## src/rtl/stim_pkg.sv

```systemverilog
package stim_pkg;

    typedef enum logic [0:0] {
        PAT_ARITH = 1'b0,
        PAT_GRAY  = 1'b1
    } pattern_e;

    typedef logic [63:0] wide_t;

    function automatic wide_t arith_value(wide_t start, wide_t step, wide_t idx);
        return start + step * idx;
    endfunction

    function automatic wide_t to_gray(wide_t v);
        return v ^ (v >> 1);
    endfunction

    function automatic wide_t sample_value(pattern_e kind, wide_t start,
                                           wide_t step, wide_t idx);
        wide_t a;
        a = arith_value(start, step, idx);
        return (kind == PAT_GRAY) ? to_gray(a) : a;
    endfunction

    function automatic int index_width(int length);
        return (length > 1) ? $clog2(length) : 1;
    endfunction

endpackage

```

## src/rtl/stim_index_ctr.sv

```systemverilog
module stim_index_ctr #(
    parameter int LENGTH = 11,
    parameter int IDX_W  = stim_pkg::index_width(LENGTH)
) (
    input  logic             clk,
    input  logic             rst,
    output logic [IDX_W-1:0] idx
);
    localparam logic [IDX_W-1:0] LAST = IDX_W'(LENGTH - 1);

    logic at_end;
    assign at_end = (idx == LAST);

    always_ff @(posedge clk) begin
        if (rst) begin
            idx <= '0;
        end else if (!at_end) begin
            idx <= idx + 1'b1;
        end
    end


    idx_in_range_chk: assert property (@(posedge clk) disable iff (rst)
        idx <= LAST);


    idx_hold_chk: assert property (@(posedge clk) disable iff (rst)
        (idx == LAST) |=> (idx == LAST));


    idx_step_chk: assert property (@(posedge clk) disable iff (rst)
        (idx != LAST) |=> (idx == $past(idx) + 1'b1));


    idx_clear_chk: assert property (@(posedge clk)
        rst |=> (idx == '0));

endmodule

```

## src/rtl/stim_table_rom.sv

```systemverilog
module stim_table_rom #(
    parameter int                 DATA_W = 8,
    parameter int                 LENGTH = 11,
    parameter int                 IDX_W  = stim_pkg::index_width(LENGTH),
    parameter stim_pkg::pattern_e KIND   = stim_pkg::PAT_ARITH,
    parameter logic [63:0]        START  = 64'd1,
    parameter logic [63:0]        STEP   = 64'd2
) (
    input  logic [IDX_W-1:0]  idx,
    output logic [DATA_W-1:0] data
);
    logic [DATA_W-1:0] entries [LENGTH];

    for (genvar g = 0; g < LENGTH; g++) begin : g_entry
        assign entries[g] = DATA_W'(stim_pkg::sample_value(KIND, START, STEP, 64'(g)));
    end

    always_comb begin
        data = entries[LENGTH-1];
        for (int i = 0; i < LENGTH; i++) begin
            if (idx == IDX_W'(i)) data = entries[i];
        end
    end

endmodule

```

## src/rtl/stim_seq_gen.sv

```systemverilog
module stim_seq_gen #(
    parameter int                 DATA_W = 8,
    parameter int                 LENGTH = 11,
    parameter stim_pkg::pattern_e KIND   = stim_pkg::PAT_ARITH,
    parameter logic [63:0]        START  = 64'd1,
    parameter logic [63:0]        STEP   = 64'd2
) (
    input  logic              clk,
    input  logic              rst,
    output logic [DATA_W-1:0] data_out
);
    localparam int IDX_W = stim_pkg::index_width(LENGTH);

    initial begin
        if (LENGTH < 1)  $error("LENGTH must be at least 1");
        if (DATA_W < 1 || DATA_W > 64) $error("DATA_W must be 1..64");
    end

    logic [IDX_W-1:0] idx;

    stim_index_ctr #(
        .LENGTH (LENGTH),
        .IDX_W  (IDX_W)
    ) u_ctr (
        .clk (clk),
        .rst (rst),
        .idx (idx)
    );

    stim_table_rom #(
        .DATA_W (DATA_W),
        .LENGTH (LENGTH),
        .IDX_W  (IDX_W),
        .KIND   (KIND),
        .START  (START),
        .STEP   (STEP)
    ) u_rom (
        .idx  (idx),
        .data (data_out)
    );


    out_hold_chk: assert property (@(posedge clk) disable iff (rst)
        (idx == IDX_W'(LENGTH - 1)) |=> $stable(data_out));

endmodule

```

## config.mk

```make
export PLATFORM = sky130hd
export DESIGN_NAME = stim_seq_gen
export DESIGN_NICKNAME = d
export VERILOG_FILES = /design/src/rtl/stim_pkg.sv /design/src/rtl/stim_index_ctr.sv /design/src/rtl/stim_table_rom.sv /design/src/rtl/stim_seq_gen.sv
export SDC_FILE = /design/constraint.sdc
export NUM_CORES = 1
export LEC_CHECK = 0
export ABC_AREA = 1
export BUFFER_PORTS_ARGS = -buffer_cell sky130_fd_sc_hd__buf_2
export CORE_AREA = 3 3 40 42
export CTS_CLUSTER_DIAMETER = 150
export DETAILED_ROUTE_END_ITERATION = 8
export DIE_AREA = 0 0 43 45
export PLACE_DENSITY = 0.53
export SYNTH_ARGS = -nofsm -noshare
export SYNTH_HDL_FRONTEND = slang
export SYNTH_HIERARCHICAL = 1
export SYNTH_SLANG_ARGS = --single-unit
```

## constraint.sdc

```tcl
create_clock -name clk -period 1.1 [get_ports clk]
set_input_delay 0.11 -clock clk [delete_from_list [all_inputs] [get_ports clk]]
set_output_delay 0.11 -clock clk [all_outputs]
set_load 0.1 [all_outputs]
```

## Word level (Yosys, flattened, before mapping)

Cells that the tools add are included.

| word-level totals | value |
|---|---|
| latch bits | 0 |
| bits in writable memories | 0 |
| register bits | 4 |
| logic and storage cells | 24 |
| memory bits (read-only) | 0 |
| input bits | 2 |
| memories | 0 |
| output and inout port bits | 8 |

| operators by class | value |
|---|---|
| divide/modulo/power cells | 0 |
| add/sub/neg operators | 1 |
| $lt $le $gt $ge | 0 |
| bitwise operators | 0 |
| equality and inequality tests | 10 |
| multiply operators | 0 |
| reductions and logical operators | 1 |
| multiplexer cells | 11 |
| shift operators | 0 |

Operators by type and width:

| kind | count |
|---|---|
| 2-to-1 mux 5 bit | 11 |
| == test 4 x 3 -> 1 bit (second input constant) | 4 |
| == test 4 bit (second input constant) | 3 |
| == test 4 x 2 -> 1 bit (second input constant) | 2 |
| adder 4 x 1 -> 4 bit (second input constant) | 1 |
| == test 4 x 1 -> 1 bit (second input constant) | 1 |
| zero test 4 bit | 1 |

## Logic depth before layout (Yosys ltp)

| logic depth | value |
|---|---|
| word-level depth | 12 |
| gate-level depth with buffers | 6 |
| mapped depth without buffers | 6 |

## Hierarchy

The synthesis kept the hierarchy.

Modules (own cells, without submodules):

| module | sequential area each (sq um) | cells an instance | area each (sq um) | times used |
|---|---|---|---|---|
| stim_index_ctr | 80.1 | 28 | 203.9 | 1 |
| stim_table_rom | 0.0 | 16 | 77.6 | 1 |

## Worst setup path before layout

Ideal clock, no wire load.

| timing | value |
|---|---|
| path kind | register to output |
| from | register u_ctr.idx[2] |
| to | output port data_out[3] |
| buffers on the path | 0 |
| data arrival time | 1.677 ns |
| setup slack | -0.687 ns |
| data required time | 0.990 ns |
| stages on the path, launching flop included | 3 |
| cells stage by stage | dfxtp_1 -> inv_1 -> nor2_1 |

| on the way | value |
|---|---|
| longest elaborated chain between the ends | 11 |
| elaborated cells between the ends (all ways) | 20 |
| classes of those cells | eq/ne: 10; mux: 10 |

Ends and longest elaborated chain:

| what | line | RTL |
|---|---|---|
| start: declaration | stim_index_ctr.sv:7 | `output logic [IDX_W-1:0] idx` |
| start signal: assignment | stim_index_ctr.sv:18 | `idx <= idx + 1'b1;` |
| == test 4 x 1 -> 1 bit | stim_table_rom.sv:21 | `if (idx == IDX_W'(i)) data = entries[i];` |
| 2-to-1 mux 5 bit (9 in series) | stim_table_rom.sv:21 |  |
| 2-to-1 mux 5 bit (*) | stim_table_rom.sv:21 |  |
| end: declaration | stim_seq_gen.sv:10 | `output logic [DATA_W-1:0] data_out` |

Mark *: on every way between the ends. The rest lies on a longest branch, timed or not.

## Final worst setup path

| timing | value |
|---|---|
| from | register u_ctr.idx[3] |
| to | output port data_out[1] |

The elaborated chain is that of the path after synthesis.

==> impl_metrics.ini <==
[sta]
rsz0062_at_grt = yes
finalCritPeriodShare_pct = 100.9
period_minus_slack_ns = 1.110
hold_slack_ns = 0.1397
max_freq_mhz = 900.9
worst_slack_ns = -0.01002
slew_violations = 0
fin_tns_setup_ns = -0.01002
hold_viol = 0
finalClockSkew_ns = 0.008603
setup_viol = 1

[worst_setup_path]
critPathKind = flip-flop to output port
reg2reg_depth = 6
crit_start = u_ctr/idx[3]
critPathMaxFanout = 5
critPathLaunchType = flip-flop
r2r-end = u_ctr/idx[1]
critical_path_required_ns = 0.99
endpoint_kind = output port
r2r_start = u_ctr/idx[0]
cp_data_arrival_time_ns = 1.00
crit_end = data_out[1]
regToRegSetupSlack_ns = 0.09

[drt]
vias_per_cell = 3.723
drc = 0
first_pass_iters = 2
antenna_left = 0
wl_per_cell_microns = 7.092
wirelength_microns = 461
dr_total_vias = 242
drt_iter0_markers = 3

[global_routing]
grt_pass1_vias = 197
grt_max_degree = 7
gr-usage-all-layers_pct = 5.740
gr-total-overflow = 0
antenna_found_initial = 0
grt_pass1_wl_microns = 752

[flow_run]
cap_violations = 0

[logic_synthesis]
yosysWarnings = 6
synth_top_area_share_pct = 28.44
yosys.area.top_type = dfxtp_1
yosys-top-cells-count = nand2_1, nor2_1, inv_1
ys_seq_area_share_pct = 28.44
synth_area_leaders = dfxtp_1, nand2_1, buf_4
synth_edf_count = 0
syn_avg_cell_area_sq_um = 6.398
synth.most_common_cell = nand2_1
ys_seq_elements = 4
synthesis.area_sq_um = 281.5
yosys.cell_types.count = 12
synthFlopType = dfxtp_1
ys_async_sr_fraction_pct = 0
synth_cells = 44

[power_and_ir_drop]
power_switching_w = 0.0002357
netSwitchingFraction_pct = 41.64
peakVddDrop_mv = 0.6123
pwr-share-comb_pct = 37.4
p_int_w = 0.0003303
powerDensity_mw_per_mm2 = 1342
p_leak_nw = 0.2220
p_seq_share_pct = 30.1
clkPwrFrac_pct = 32.6

[placement]
place_inst = 62
place_area_sq_um = 376.6
gp_congestion = 0.7137
port-buffer-count = 5

[cells_and_area]
top_regs = u_ctr/idx (4)
nFillCells = 131
insertedDiodeCount = 0
regMostFlops = u_ctr/idx
nets = 56
final_util_pct = 32.81
final-seq-area_sq_um = 90.09
final_area_sq_um = 421.7
syn2layout_area_growth_pct = 49.78
stdcell_count = 65
multi_input_area_sq_um = 171.4
drive_gt1_share_pct = 46.00
largest_reg_flops = 4

[clocking]
cts_buffers = 3
clk_latency_ns = 0.24
post_cts_buffers = 0
cts_buffer_depth = 2
clkTransAtPathRegs_ns = 0.04
root_buffer = clkbuf_4
cts_max_level = 1
cts_sinks = 4
hold_buffers = 0
cts_tree = done

[run_status]
status = finished, violations left
violations = negative setup slack

[floorplan]
core_sq_mm = 0.001285
die_area_sq_mm = 0.001935
dieHeight_microns = 45
initial_core_util_pct = 21.91
die_w_microns = 43
io_pins = 10
rows = 13

[hold_path]
min_path_type = input port to flip-flop
==> cells in the final DEF (no fill, tap or decap), types with 2 or more instances in the layout <==
cell type,synthesis,layout
nand2_1,12,8
nor2_1,8,7
inv_1,7,5
buf_12,0,4
conb_1,2,4
clkbuf_4,0,3
nand2_2,0,3
ha_1,2,2
dfxtp_2,0,2
dfxtp_4,0,2
inv_2,0,2
==> cell families (layout without fill, tap and decap cells) <==
| kind of cell | after synthesis | after routing | share of synthesized area, % |
|---|---|---|---|
| adders and majority gates | 2 | 2 | 8.887 |
| buffers and inverters | 12 | 16 | 21.33 |
| DFF | 4 | 4 | 28.45 |
| other | 2 | 4 | 2.668 |
| and+or+nand+nor | 24 | 24 | 38.67 |
==> metal layers <==
layer	GRT usage, %	wire length, microns
met2	8.683	196
met5	0	0
met3	7.171	55
met1	5.288	208
met4	0	0
==> worst max-delay path: stages, from the launching register on <==
cell and delay [ns]:
dfxtp_4 0.36, nand2_4 0.06, nand2_2 0.06, nor2_4 0.10
buf_12 0.18
==> power by group through the flow <==
stage	Clock (W)	Sequential [W]	Combinational (W)
finish	0.000184	0.000170	0.000212
global route	0.000210	0.000173	0.000221
CTS	0.000196	0.000172	0.000212
detailed placement	0	0.000171	0.000210
global placement	0	0.000171	0.000211
floorplan	0	0.000168	0.000174
==> how the worst min path moves through the flow <==
stage / from / cells after the start / endpoint / slack [ns]
2_1_floorplan: rst / 3 / u_ctr/idx[1] / 0.29
3_3_place_gp: rst / 4 / u_ctr/idx[3] / 0.40
3_5_place_dp: rst / 4 / u_ctr/idx[3] / 0.40
4_1_cts: rst / 4 / u_ctr/idx[3] / 0.14
5_1_grt: rst / 4 / u_ctr/idx[3] / 0.16
6_report: rst / 4 / u_ctr/idx[3] / 0.14
==> repair_timing <==
item	4_1_cts	5_1_grt
pin swaps	1	1
setup endpoints to repair	3	3
endpoints found under the hold margin	0	0
gates cloned	0	0
resized for setup	6	6
==> area by class of cell <==
cell class | instances | share of cell area, %
multi-input cells | 30 | 40.65
repair buffers | 6 | 21.96
flip-flops and latches | 4 | 21.37
inverters | 7 | 6.231
clock buffers | 3 | 5.341
well taps | 15 | 4.451
==> stage by stage <==
step | worst slack, ns | power [W]
4_1_cts | -0.02507 | 0.0005795
3_5_place_dp | 0.05037 | 0.0003812
5_1_grt | -0.04677 | 0.0006041
3_3_place_gp | 0.08774 | 0.0003814
2_1_floorplan | -0.2248 | 0.0003419
6_report | -0.01002 | 0.0005660
(Power assumes the default switching activity.)
